**src/rtl/trap_pkg.sv**
```systemverilog
// Shared constants and types of the trap arbiter.
// Flag layout: reset class in the low bits, then class A, then class B.
package trap_pkg;
    localparam int N_RST  = 3;
    localparam int N_A    = 3;
    localparam int N_B    = 5;
    localparam int N_FLAG = N_RST + N_A + N_B;
    localparam int F_RST  = 0;
    localparam int F_A    = F_RST + N_RST;
    localparam int F_B    = F_A + N_A;
    localparam int SWN_W  = 7;
    localparam int NUM_W  = 8;
    localparam logic [NUM_W-1:0] NUM_RST = 8'h00;
    localparam logic [NUM_W-1:0] NUM_A0  = 8'h02;
    localparam logic [NUM_W-1:0] NUM_B   = 8'h0A;
    localparam logic [SWN_W-1:0] RSV_LO  = 7'h0B;
    localparam logic [SWN_W-1:0] RSV_HI  = 7'h0F;

    typedef enum logic [1:0] {
        LVL_NONE = 2'd0,
        LVL_B    = 2'd1,
        LVL_A    = 2'd2,
        LVL_RST  = 2'd3
    } lvl_t;

    typedef struct packed {
        logic             vld;
        lvl_t             cls;
        logic [NUM_W-1:0] num;
    } grant_t;
endpackage

```
**src/rtl/trap_flag_reg.sv**
```systemverilog
// Sticky trap flag register.
// Assumes: set_i carries single-cycle event pulses; a write clears the
// bits written as 0, and a set in the same cycle wins over the clear.
module trap_flag_reg #(
    parameter int W = 11
) (
    input  logic         clk,
    input  logic         rst_n,
    input  logic [W-1:0] set_i,
    input  logic         wr_i,
    input  logic [W-1:0] wdata_i,
    output logic [W-1:0] flags_o
);
    logic [W-1:0] flags_q;

    // Per-bit update: clear by writing 0, OR in new events afterwards.
    for (genvar i = 0; i < W; i++) begin : g_bit
        always_ff @(posedge clk) begin
            if (!rst_n)
                flags_q[i] <= 1'b0;
            else
                flags_q[i] <= (wr_i ? (flags_q[i] & wdata_i[i]) : flags_q[i]) | set_i[i];
        end
    end

    assign flags_o = flags_q;
endmodule

```
**src/rtl/trap_pick.sv**
```systemverilog
// Combinational trap selector.
// Picks the highest class whose pending events exceed the level in service.
// Within class A the lowest index wins. Software traps take the slot
// only if no hardware trap is chosen. hold_i (return cycle) suppresses all.
module trap_pick
    import trap_pkg::*;
(
    input  logic [N_FLAG-1:0] pend_i,
    input  lvl_t              cur_lvl_i,
    input  logic              hold_i,
    input  logic              sw_vld_i,
    input  logic [SWN_W-1:0]  sw_num_i,
    output grant_t            grant_o,
    output logic [N_FLAG-1:0] clr_o,
    output logic              sw_take_o
);
    logic [N_RST-1:0] p_rst;
    logic [N_A-1:0]   p_a;
    logic [N_B-1:0]   p_b;
    int               a_sel;

    assign p_rst = pend_i[F_RST +: N_RST];
    assign p_a   = pend_i[F_A +: N_A];
    assign p_b   = pend_i[F_B +: N_B];

    // Lowest-index pending class A source.
    always_comb begin
        a_sel = 0;
        for (int k = N_A - 1; k >= 0; k--) begin
            if (p_a[k]) a_sel = k;
        end
    end

    // Class-ordered selection and the pending bits it consumes.
    always_comb begin
        grant_o   = '0;
        clr_o     = '0;
        sw_take_o = 1'b0;
        if (!hold_i) begin
            if ((|p_rst) && (cur_lvl_i < LVL_RST)) begin
                grant_o.vld = 1'b1;
                grant_o.cls = LVL_RST;
                grant_o.num = NUM_RST;
                clr_o[F_RST +: N_RST] = '1;
            end else if ((|p_a) && (cur_lvl_i < LVL_A)) begin
                grant_o.vld = 1'b1;
                grant_o.cls = LVL_A;
                grant_o.num = NUM_A0 + NUM_W'(2 * a_sel);
                clr_o[F_A + a_sel] = 1'b1;
            end else if ((|p_b) && (cur_lvl_i < LVL_B)) begin
                grant_o.vld = 1'b1;
                grant_o.cls = LVL_B;
                grant_o.num = NUM_B;
                clr_o[F_B +: N_B] = '1;
            end else if (sw_vld_i) begin
                grant_o.vld = 1'b1;
                grant_o.cls = LVL_NONE;
                grant_o.num = NUM_W'(sw_num_i);
                sw_take_o   = 1'b1;
            end
        end
    end
endmodule

```
**src/rtl/trap_lvl_stack.sv**
```systemverilog
// Stack of in-service trap classes.
// Assumes: push and pop never occur in the same cycle, and pushes are
// strictly increasing in class, so DEPTH = 3 never overflows.
module trap_lvl_stack
    import trap_pkg::*;
#(
    parameter int DEPTH = 3,
    localparam int CNT_W = $clog2(DEPTH + 1)
) (
    input  logic             clk,
    input  logic             rst_n,
    input  logic             push_i,
    input  lvl_t             push_lvl_i,
    input  logic             pop_i,
    output lvl_t             top_o,
    output logic [CNT_W-1:0] cnt_o
);
    lvl_t             lvl_q [DEPTH];
    logic [CNT_W-1:0] cnt_q;

    // Entry storage: a push writes the slot at the current count.
    for (genvar i = 0; i < DEPTH; i++) begin : g_ent
        always_ff @(posedge clk) begin
            if (!rst_n)
                lvl_q[i] <= LVL_NONE;
            else if (push_i && (cnt_q == CNT_W'(i)))
                lvl_q[i] <= push_lvl_i;
        end
    end

    // Occupancy counter.
    always_ff @(posedge clk) begin
        if (!rst_n)
            cnt_q <= '0;
        else if (push_i && (cnt_q != CNT_W'(DEPTH)))
            cnt_q <= cnt_q + 1'b1;
        else if (pop_i && (cnt_q != '0))
            cnt_q <= cnt_q - 1'b1;
    end

    // Top-of-stack read; empty reads as no level.
    always_comb begin
        top_o = LVL_NONE;
        for (int i = 0; i < DEPTH; i++) begin
            if (cnt_q == CNT_W'(i + 1)) top_o = lvl_q[i];
        end
    end

    assign cnt_o = cnt_q;
endmodule

```
**src/rtl/trap_arbiter.sv**
```systemverilog
// Hardware trap arbiter top.
// Records events as pending and as sticky flags, grants one trap per
// cycle through trap_pick, registers the acknowledge and tracks the
// in-service class on trap_lvl_stack.
// Assumes: event inputs are single-cycle pulses; trap_ret_i is only
// raised by the core at the end of a trap service.
module trap_arbiter
    import trap_pkg::*;
#(
    parameter int VEC_W     = 24,
    parameter int STK_DEPTH = 3
) (
    input  logic              clk,
    input  logic              rst_n,
    input  logic [N_RST-1:0]  rst_evt_i,
    input  logic [N_A-1:0]    a_evt_i,
    input  logic [N_B-1:0]    b_evt_i,
    input  logic              sw_req_i,
    input  logic [SWN_W-1:0]  sw_num_i,
    input  logic              trap_ret_i,
    input  logic              flag_wr_i,
    input  logic [N_FLAG-1:0] flag_wdata_i,
    output logic [N_FLAG-1:0] flag_rdata_o,
    output logic              ack_o,
    output logic [VEC_W-1:0]  ack_vec_o,
    output logic [NUM_W-1:0]  ack_num_o,
    output logic [1:0]        ack_cls_o,
    output logic [1:0]        svc_lvl_o,
    output logic              irq_block_o
);
    localparam int CNT_W = $clog2(STK_DEPTH + 1);

    logic [N_FLAG-1:0] evt;
    logic [N_FLAG-1:0] pend_q;
    logic [N_FLAG-1:0] clr;
    logic              sw_vld_q;
    logic [SWN_W-1:0]  sw_num_q;
    logic              sw_take;
    logic              sw_rsvd;
    grant_t            grant;
    lvl_t              cur_lvl;
    logic [CNT_W-1:0]  stk_cnt;
    logic              push;
    logic              ack_q;
    logic [NUM_W-1:0]  num_q;
    logic [1:0]        cls_q;

    assign evt     = {b_evt_i, a_evt_i, rst_evt_i};
    assign sw_rsvd = (sw_num_i >= RSV_LO) && (sw_num_i <= RSV_HI);
    assign push    = grant.vld && (grant.cls != LVL_NONE);

    trap_flag_reg #(.W(N_FLAG)) u_flags (
        .clk     (clk),
        .rst_n   (rst_n),
        .set_i   (evt),
        .wr_i    (flag_wr_i),
        .wdata_i (flag_wdata_i),
        .flags_o (flag_rdata_o)
    );

    trap_pick u_pick (
        .pend_i    (pend_q),
        .cur_lvl_i (cur_lvl),
        .hold_i    (trap_ret_i),
        .sw_vld_i  (sw_vld_q),
        .sw_num_i  (sw_num_q),
        .grant_o   (grant),
        .clr_o     (clr),
        .sw_take_o (sw_take)
    );

    trap_lvl_stack #(.DEPTH(STK_DEPTH)) u_stk (
        .clk        (clk),
        .rst_n      (rst_n),
        .push_i     (push),
        .push_lvl_i (grant.cls),
        .pop_i      (trap_ret_i),
        .top_o      (cur_lvl),
        .cnt_o      (stk_cnt)
    );

    // Pending events: granted bits drop, new events are OR-ed in.
    always_ff @(posedge clk) begin
        if (!rst_n)
            pend_q <= '0;
        else
            pend_q <= (pend_q & ~clr) | evt;
    end

    // Software trap slot: one entry, reserved numbers and overlaps dropped.
    always_ff @(posedge clk) begin
        if (!rst_n) begin
            sw_vld_q <= 1'b0;
            sw_num_q <= '0;
        end else if (sw_req_i && !sw_vld_q && !sw_rsvd) begin
            sw_vld_q <= 1'b1;
            sw_num_q <= sw_num_i;
        end else if (sw_take) begin
            sw_vld_q <= 1'b0;
        end
    end

    // Registered acknowledge; fields are zero when no trap is granted.
    always_ff @(posedge clk) begin
        if (!rst_n) begin
            ack_q <= 1'b0;
            num_q <= '0;
            cls_q <= '0;
        end else begin
            ack_q <= grant.vld;
            num_q <= grant.vld ? grant.num : '0;
            cls_q <= grant.vld ? grant.cls : 2'd0;
        end
    end

    assign ack_o       = ack_q;
    assign ack_num_o   = num_q;
    assign ack_cls_o   = cls_q;
    assign ack_vec_o   = VEC_W'(num_q) << 2;
    assign svc_lvl_o   = cur_lvl;
    assign irq_block_o = (cur_lvl != LVL_NONE);
endmodule

```
**config.mk**
```make
export PLATFORM = sky130hd
export DESIGN_NAME = trap_arbiter
export DESIGN_NICKNAME = d
export VERILOG_FILES = /design/src/rtl/trap_pkg.sv /design/src/rtl/trap_flag_reg.sv /design/src/rtl/trap_pick.sv /design/src/rtl/trap_lvl_stack.sv /design/src/rtl/trap_arbiter.sv
export SDC_FILE = /design/constraint.sdc
export NUM_CORES = 1
export LEC_CHECK = 0
export ABC_AREA = 1
export BUFFER_PORTS_ARGS = -buffer_cell sky130_fd_sc_hd__buf_2
export CAP_MARGIN = 20
export CORE_AREA = 2 2 77 79
export CTS_BUF_LIST = sky130_fd_sc_hd__clkbuf_2
export DETAILED_ROUTE_END_ITERATION = 8
export DIE_AREA = 0 0 79 81
export PLACE_DENSITY = 0.8
export REMOVE_ABC_BUFFERS = 1
export SKIP_LAST_GASP = 1
export SYNTH_ARGS = -nofsm -noshare
export SYNTH_HDL_FRONTEND = slang
export SYNTH_HIERARCHICAL = 1
export SYNTH_SLANG_ARGS = --single-unit
```
**constraint.sdc**
```tcl
create_clock -name clk -period 6.5 [get_ports clk]
set_clock_uncertainty 0.1 [all_clocks]
set_input_delay 0.65 -clock clk [delete_from_list [all_inputs] [get_ports clk]]
set_output_delay 0.65 -clock clk [all_outputs]
set_load 0.005 [all_outputs]
```
==> results of run 1 <==
==> kinds of logic after synthesis <==
group	after synthesis
simple gates	161
buf+inv	124
flops	49
compound gates	43
fa+ha+maj	9
other cells	2
==> routing by layer <==
metal  up-vias  share of wire, %  routed length [µm]
li1       1209                 -                   -
met1       984                42                2030
met2        69                49                2380
met3         9               6.3                 303
met4         0               2.5                 120
met5         -                 0                   0
==> worst min-delay path by stage <==
| stage | start | to | slack [ps] | cells after the start |
|---|---|---|---|---|
| after floorplan | sw_num_q[0] | sw_num_q[0] | 350 | 2 |
| after global placement | u_flags/flags_o[10] | u_flags/flags_o[10] | 340 | 2 |
| after detailed placement | u_flags/flags_o[10] | u_flags/flags_o[10] | 350 | 2 |
| after CTS | a_evt_i[1] | pend_q[4] | 330 | 3 |
| after global routing | b_evt_i[0] | u_flags/flags_o[6] | 320 | 3 |
| final | a_evt_i[1] | pend_q[4] | 360 | 3 |
==> sequential cells by signal (all words and copies together), names as in the netlist <==
| register | count |
|---|---|
| u_stk/lvl_q | 6 |
| u_stk/cnt_o | 2 |
| pend_q | 11 |
| ack_num_o | 8 |
| sw_vld_q | 1 |
| ack_cls_o | 2 |
| sw_num_q | 7 |
| ack_o | 1 |
| u_flags/flags_o | 11 |
==> cell usage after synthesis <==
cell type / n / area share, %
ha_1: 9 / 4.0
buf_4: 30 / 8.1
o21a_1: 2 / 0.54
nand4_1: 4 / 0.90
edfxtp_1: 6 / 6.5
buf_6: 6 / 2.4
nor3_1: 3 / 0.54
nand2_2: 4 / 0.90
inv_2: 3 / 0.40
inv_1: 80 / 11
a21oi_1: 31 / 5.6
and2_1: 1 / 0.22
nor2_2: 2 / 0.45
buf_2: 5 / 0.90
nand3_4: 1 / 0.63
nand3_1: 17 / 3.0
conb_1: 2 / 0.27
or2_2: 1 / 0.22
nand2_1: 65 / 8.7
nor3b_1: 2 / 0.54
nor2_4: 3 / 1.2
a21oi_2: 10 / 3.1
nand2_4: 1 / 0.40
nor2_1: 52 / 7.0
dfxtp_1: 43 / 31
nand3_2: 5 / 1.8
==> through the flow <==
stage	std cells	worst slack [ps]	util (%)
floorplan	362	3920	-
global placement	503	3770	52.0
detailed placement	503	3660	52.0
CTS	511	3640	52.8
global route	511	3380	52.8
finish	511	3610	52.8
==> worst max-delay path: stages, from the launching register on <==
cell and delay, ps:
dfxtp_1 420, inv_1 120, ha_1 250, inv_1 80, nand3_1 60, a21oi_1 340
inv_1 150, nand2_2 240, nand3_2 120, a21oi_1 230, o21a_1 340, nand2_1 100
nand2_1 110
==> where the power goes <==
part | switching [µW] | leakage (µW) | internal [µW] | total, µW
logic | 110 | 0.00116 | 63.3 | 173
registers | 13.1 | 0.000419 | 330 | 343
clock network | 88.7 | 0.0000266 | 26.8 | 116
total | 212 | 0.00161 | 420 | 632
==> area by class of cell <==
class	instances	area, µm²
multi-input combinational	230	1180
fill	589	2680
inverter	83	312
timing repair buffer	66	330
clock inverter	2	11.3
clock buffer	6	30.0
tap	75	93.8
sequential	49	1040
==> results_dict.tcl, run 1 <==
set metrics [dict create \
    rsz0062_at_grt "false" \
    dieArea_um2 6400 \
    busiest_layer "met2" \
    holdWs_ps 359 \
    syn_inst 388 \
    startpoint_type "register" \
    synth_compound_area_share_pct 9.24 \
    cts.htree.levels 2 \
    diodes 0 \
    powerDensity_nw_per_um2 211 \
    drtIter0Drc 80 \
    hold_viol 0 \
    final_cell_mix "80 x inv_1, 66 x buf_2, 65 x nand2_1" \
    fmax_mhz 346 \
    root_buffer "clkbuf_2" \
    setup_viol_count_final 0 \
    synthSimpleGateAreaFrac_pct 26.6 \
    synth-xor-area-share_pct 0 \
    grt_use_total_pct 15.2 \
    period_share_pct 44.5 \
    num_rows 28 \
    ys_seq_area_share_pct 37.3 \
    cap_violations 0 \
    met1_usage_pct 16.6 \
    min_path_type "in2reg" \
    yosys_warnings 6 \
    total_power_uw 632 \
    grt_pass1_vias 1948 \
    hold_buffers 0 \
    clockBufferDepth 2 \
    grtUsageMet2_pct 27.7 \
    outcome "finished, final reports clean" \
    remaining_drc_errors 0 \
    wire_per_inst_um 9.46 \
    viasPerCell 4.44 \
    critPathKind "reg2reg" \
    synth-seq-cells 49 \
    synth_fa_ha_area_share_pct 4.04 \
    startpoint "u_stk/cnt_o[0]" \
    leakagePower_uw 0.00161 \
    end_kind "register" \
    use_met3_pct 4.22 \
    final_common_cell "inv_1" \
    fin_crit_ps 2890 \
    place_congestion 0.897 \
    ant_nets 0 \
    place_hpwl_um 3910 \
    cts_resized 0 \
    cp.required_ps 6580 \
    drive_gt1_share_pct 23.6 \
    r2r_end "u_stk/lvl_q[0][0]" \
    die_y_um 81 \
    final.setup.tns_ps 0 \
    cp_max_fo 13 \
    timing.final.max_slew_violations 0 \
    grt_first_pass_wirelength_um 7750 \
    gr-total-overflow 0 \
    fin_nets 478 \
    clk_pin_slew_worst_paths_ps 240 \
    core_um2 5680 \
    endpoint "u_stk/lvl_q[0][0]" \
    grt_max_degree 19 \
    worst_pin_slew_ps 579 \
    post_cts_buffers 0 \
    ys_types 26 \
    muxShareOfSynthArea_pct 0 \
    die_x_um 79 \
    synth_top_family_by_area "simple AND/OR/NAND/NOR gates" \
    routed_wl_um 4840 \
    cp.arrival_ps 2980 \
    ir_worst_vdd_v 0.0000804 \
    cts_sinks 49 \
    antenna_found_initial 0 \
    cts_tree "built" \
    port_buffers 66 \
    clk_latency_ps 420 \
    place_area_um2 2950 \
    vias 2271 \
    r2r-start "u_stk/cnt_o[0]" \
    firstDrtPassIters 4 \
    synth_area_um2 2790 \
    reg2reg_depth 12 \
    postSynthAreaPerCell_um2 7.19 \
    start_util_pct 49.2 \
    syn_to_final_growth_pct 7.31 \
    max_slew_margin_pct 61.4 \
    cts_buffers 5 \
    final_area_um2 2990 \
    ios 83 \
    r2r_slack_ps 3610 \
]
No activity file was read; power rests on OpenSTA's default activity.
==> run 2: changes to the inputs <==
ABC_AREA = 0   (was 1)
CORE_AREA = 2 2 74 76   (was 2 2 77 79)
DIE_AREA = 0 0 76 78   (was 0 0 79 81)
PLACE_DENSITY = 0.81   (was 0.8)
clock period = 2.7 ns   (was 6.5 ns; I/O delays follow)
==> run 2 against run 1 <==
Sequential cell count stayed put; critical path type unchanged; setup slack got worse by 3600 ps; combinational power rose to 2.8 times the previous value; sequential share of layout area decreased by 4.5 points; critical endpoint is now u_stk/cnt_o[1]; largest cell class unchanged; global-route usage is 7.6 points higher; sequential power grew 140%; final cell count down 11%; largest power group unchanged.
==> results_dict.tcl, run 2 <==
set metrics [dict create \
    outcome "finished, final reports clean" \
    min_path_type "in2reg" \
    critPathKind "reg2reg" \
    cts_buffers 5 \
    hold_viol 0 \
    cp_max_fo 6 \
    total_power_uw 1620 \
    clock_power_share_pct 18.3 \
    place_hpwl_um 3850 \
    final.setup.tns_ps 0 \
    reg2reg_depth 13 \
    fmax_mhz 373 \
    leakagePower_uw 0.00166 \
    grt_pass1_vias 2345 \
    holdWs_ps 16.2 \
    cp_top_family "compound AO/OA/AOI/OAI gates" \
    ys_types 46 \
    antenna_found_initial 0 \
    final_common_cell "buf_2" \
    synth.top_cell.area_share_pct 33.6 \
    grt_max_degree 51 \
    drtIter0Drc 136 \
    highest_layer "met4" \
    startpoint "u_stk/cnt_o[0]" \
    cp.arrival_ps 2960 \
    startpoint_type "register" \
    final-seq-area_um2 1040 \
    fin_nets 427 \
    synth-seq-cells 49 \
    hold_depth 3 \
    cap_violations 0 \
    clk_pin_slew_worst_paths_ps 220 \
    worstHoldStart "sw_num_i[4]" \
    crit_path_max_incr_delay_ps 400 \
    cts_sinks 49 \
    final_cell_mix "66 x buf_2, 46 x dlygate4sd3_1, 41 x dfxtp_1" \
    num_rows 26 \
    synth.most_common_cell "dfxtp_1" \
    core_um2 5040 \
    cp_cell_sequence "inv_2 -> ha_4 -> and3b_1 -> a21oi_1 -> o21ai_2 -> buf_6 -> inv_1 -> a31oi_1 -> nor2_2 -> o21a_4 -> nor2b_4 -> or3_1 -> a31oi_1" \
    met1_length_um 2540 \
    max_slew_margin_pct 48.0 \
    p_seq_share_pct 51.4 \
    r2r-start "u_stk/cnt_o[0]" \
    final_area_um2 3450 \
    multiInputGateArea_um2 1380 \
    wl_met3_um 387 \
    crit_cells 13 \
    ys_async_sr_fraction_pct 0 \
    end_kind "register" \
    clockBufferDepth 2 \
    yosys_warnings 6 \
    routed_wl_um 6780 \
    place_area_um2 2840 \
    powerDensity_nw_per_um2 468 \
    cts_tree "built" \
    crit_top_cell "a31oi_1" \
    remaining_drc_errors 0 \
    drive_gt1_share_pct 32.2 \
    met2_length_um 3580 \
    worst_pin_slew_ps 781 \
    diodes 0 \
    start_util_pct 50.9 \
    die_x_um 76 \
    firstDrtPassIters 4 \
    root_buffer "clkbuf_2" \
    port_buffers 66 \
    place_congestion 0.968 \
    syn_to_final_growth_pct 34.6 \
    postSynthAreaPerCell_um2 9.26 \
    timing.final.max_slew_violations 0 \
    dieArea_um2 5930 \
    cp.required_ps 2980 \
    clk_latency_ps 450 \
    synth_flop_cell "dfxtp_1" \
    vias 2363 \
    p_comb_share_pct 30.3 \
    nFillCells 366 \
    final_util_pct 68.5 \
    synth_area_um2 2560 \
    ys_seq_area_share_pct 40.6 \
    wire_per_inst_um 14.9 \
    viasPerCell 5.19 \
    slowest_stage "dfxtp_2" \
    intPower_uw 1100 \
    gr-total-overflow 0 \
    synthTopCellsByArea "dfxtp_1 34%, buf_4 8.2%, edfxtp_1 7.0%" \
    cts.htree.levels 2 \
    die_y_um 78 \
    synth-edff-count 6 \
    fin_crit_ps 2680 \
    ios 83 \
    period_share_pct 99.3 \
    path_buf_inv 3 \
    ant_nets 0 \
    ir_worst_vdd_v 0.000284 \
    grt_first_pass_wirelength_um 10800 \
    yosysTopAreaCell "dfxtp_1" \
    power_switching_uw 516 \
    syn_inst 277 \
    setup_viol_count_final 0 \
    ys_top_cells_by_count "43 x dfxtp_1, 31 x nor2_1, 28 x buf_4" \
    grt_use_total_pct 22.7 \
    swShare_pct 31.9 \
]
run 2: power groups by stage:
stage / registers, µW / clock network, µW / logic [µW]
floorplan: 834 / 0 / 209
global placement: 836 / 0 / 351
detailed placement: 838 / 0 / 363
CTS: 825 / 301 / 420
global route: 839 / 336 / 528
finish: 832 / 295 / 490
run 2: area by class of cell:
class | count | share of cell area (%)
Clock buffer | 6 | 0.870
Clock inverter | 2 | 0.290
Inverter | 8 | 0.870
Multi-Input combinational cell | 198 | 40.0
Sequential cell | 49 | 30.2
Tap cell | 70 | 2.54
Timing Repair Buffer | 122 | 25.2
run 2: timing repair:
item	in CTS	in global routing
buffers inserted	0	2
hold buffers	46	0
cloned	0	0
hold endpoints to repair	26	0
resized for setup	3	24
setup endpoints to repair	8	14
pin swaps	0	8
run 2: per-layer routing:
metal	track usage (%)	vias to the layer above
met3	3.60	31
met1	23.9	1095
li1	-	1125
met5	0	-
met2	43.5	112
met4	12.0	0
run 2: worst reg2reg max path, cell delays in order (launching register included):
cell and delay [ps]:
dfxtp_2 400, inv_2 60, ha_4 170, and3b_1 210
a21oi_1 50, o21ai_2 240, buf_6 160, inv_1 50
a31oi_1 240, nor2_2 100, o21a_4 260, nor2b_4 130
or3_1 320, a31oi_1 120
run 2: path summary, 6_finish.rpt:
check,slack [ps],endpoint
setup / recovery,20,u_stk/cnt_o[1]
hold / removal,20,sw_num_q[5]
setup reg to reg,20,u_stk/cnt_o[1]
hold reg to reg,390,sw_num_q[0]
run 2: stage by stage:
stage               instances  setup slack, ps
global placement          399             92.4
finish                    455             19.4
CTS                       453             7.10
detailed placement        399            -38.4
floorplan                 255            -77.4
global route              455            -49.7
run 2: cells by family after synthesis:
kind of cell	share of synthesized area, %
DFF	40.6
buffers and inverters	11.4
other	0.293
AOI/OAI and AO/OA	13.5
muxes	2.73
adders and majority gates	4.39
and+or+nand+nor	27.1
==> run 3: changes to the inputs <==
RECOVER_POWER = 100   (was default)
==> run 3 against run 2 <==
Core utilization down 1.2 points; sequential share of layout area up 0.55 points; die area unchanged; combinational power down 2%; count of clock-buffer cells in the layout unchanged; first-iteration DRC count down 7.4%; cell area down 1.8%; global-route usage unchanged; via count up 0.30%; highest routed layer unchanged; sequential power about the same; setup slack better by 23 ps.
==> results_dict.tcl, run 3 (same netlist as run 2, synthesis figures left out) <==
set metrics [dict create \
    outcome "finished, final reports clean" \
    period_share_pct 98.4 \
    ios 83 \
    reg2reg_depth 13 \
    powerDensity_nw_per_um2 474 \
    viasPerCell 5.21 \
    r2r_slack_ps 40 \
    vias 2370 \
    r2r-start "u_stk/cnt_o[0]" \
    drtIter0Drc 126 \
    clock_power_share_pct 18.4 \
    cts.htree.levels 2 \
    final_cell_mix "46 x dlygate4sd3_1, 45 x buf_2, 41 x dfxtp_1" \
    p_seq_share_pct 51.7 \
    fin_nets 427 \
    end_kind "register" \
    cp_max_fo 6 \
    diodes 0 \
    cts_sinks 49 \
    num_rows 26 \
    remaining_drc_errors 0 \
    min_path_type "in2reg" \
    cap_violations 0 \
    port_buffers 66 \
    die_x_um 76 \
    place_congestion 0.968 \
    ant_nets 0 \
    die_y_um 78 \
    final_common_cell "dlygate4sd3_1" \
    p_comb_share_pct 29.9 \
    highest_layer "met4" \
    gr-total-overflow 0 \
    worst_pin_slew_ps 859 \
    met1_length_um 2570 \
    worstHoldStart "sw_num_i[4]" \
    wl_met3_um 348 \
    root_buffer "clkbuf_2" \
    core_um2 5040 \
    r2r_end "u_stk/cnt_o[1]" \
    drive_gt1_share_pct 26.0 \
    intPower_uw 1090 \
    fmax_mhz 376 \
    hold_viol 0 \
    cts_buffers 5 \
    dieArea_um2 5930 \
    syn_to_final_growth_pct 32.2 \
    fin_crit_ps 2660 \
    cp.arrival_ps 2940 \
    grt_first_pass_wirelength_um 10800 \
    grt_pass1_vias 2345 \
    total_power_uw 1610 \
    firstDrtPassIters 4 \
    clk_pin_slew_worst_paths_ps 230 \
    leakagePower_uw 0.00158 \
    wire_per_inst_um 14.9 \
    clockBufferDepth 2 \
    start_util_pct 50.9 \
    startpoint_type "register" \
    timing.final.max_slew_violations 0 \
    met2_length_um 3550 \
    antenna_found_initial 0 \
    clk_latency_ps 450 \
    final_util_pct 67.2 \
    grt_max_degree 51 \
    max_slew_margin_pct 42.7 \
    ir_worst_vdd_v 0.000285 \
    setup_viol_count_final 0 \
    swShare_pct 31.9 \
    critPathKind "reg2reg" \
    power_switching_uw 513 \
    routed_wl_um 6770 \
    whs_endpoint "sw_num_q[5]" \
    cts_tree "built" \
    cp.required_ps 2980 \
    grt_use_total_pct 22.7 \
    place_hpwl_um 3850 \
    hold_depth 3 \
]
run 3: changes by cell type in the layout (fill, tap and decap cells not counted):
cell / delta
a31oi_1: +1
nand2b_1: +1
clkbuf_2: +2
nand2b_4: -1
a31oi_4: -1
nor3b_1: +3
buf_2: -21
clkbuf_1: +19
nor3b_2: -3
run 3: through the flow:
step                setup TNS [ps]  cells  setup WS (ps)  hold WS, ps  instance area [µm²]
global placement                 0    399           92.4          342                 2840
global route                  -270    455          -50.0         23.4                 3390
CTS                              0    453           7.10        0.847                 3350
floorplan                     -508    255          -77.4          259                 2360
detailed placement           -72.5    399          -38.4          368                 2840
finish                           0    455           42.3         6.19                 3390
run 3: worst max-delay path by stage:
stage                   startpoint                end  slack [ps]
global route        u_stk/cnt_o[0]     u_stk/cnt_o[1]         -50
global placement    u_stk/cnt_o[0]     u_stk/cnt_o[1]          90
detailed placement  u_stk/cnt_o[0]     u_stk/cnt_o[1]         -40
floorplan           u_stk/cnt_o[0]  u_stk/lvl_q[0][0]         -80
CTS                 u_stk/cnt_o[0]     u_stk/cnt_o[1]           7
finish              u_stk/cnt_o[0]     u_stk/cnt_o[1]          40
run 3: layout make-up:
type	instances	area (µm²)
Clock buffer	6	30.0
Clock inverter	2	10.0
Fill cell	386	1650
Inverter	8	30.0
Sequential cell	49	1040
Timing Repair Buffer	122	846
Tap cell	70	87.6
Multi-Input combinational cell	198	1340
run 3: critical path, cell delays in order, from the launching register on:
cell     delay (ps)
dfxtp_2         400
inv_2            60
ha_4            170
and3b_1         210
a21oi_1          50
o21ai_2         230
buf_6           160
inv_1            50
a31oi_1         240
nor2_2          100
o21a_4          260
nor2b_4         130
or3_1           310
a31oi_1         120
run 3: repair_timing:
item,in CTS,in global routing
setup endpoints to repair,8,14
endpoints found under the hold margin,26,0
buffers inserted,0,2
hold buffers,46,0
pin swaps,0,8
gates resized for setup,3,24
run 3: power by group through the flow:
stage / sequential [µW] / clock, µW / combinational [µW]
floorplan: 834 / 0 / 209
global placement: 836 / 0 / 351
detailed placement: 838 / 0 / 363
CTS: 825 / 301 / 420
global route: 839 / 336 / 519
finish: 832 / 296 / 480
run 3: metal layers:
layer,GRT usage (%),up-vias
li1,-,1125
met1,23.9,1101
met2,43.5,113
met3,3.60,31
met4,12.0,0
met5,0,-
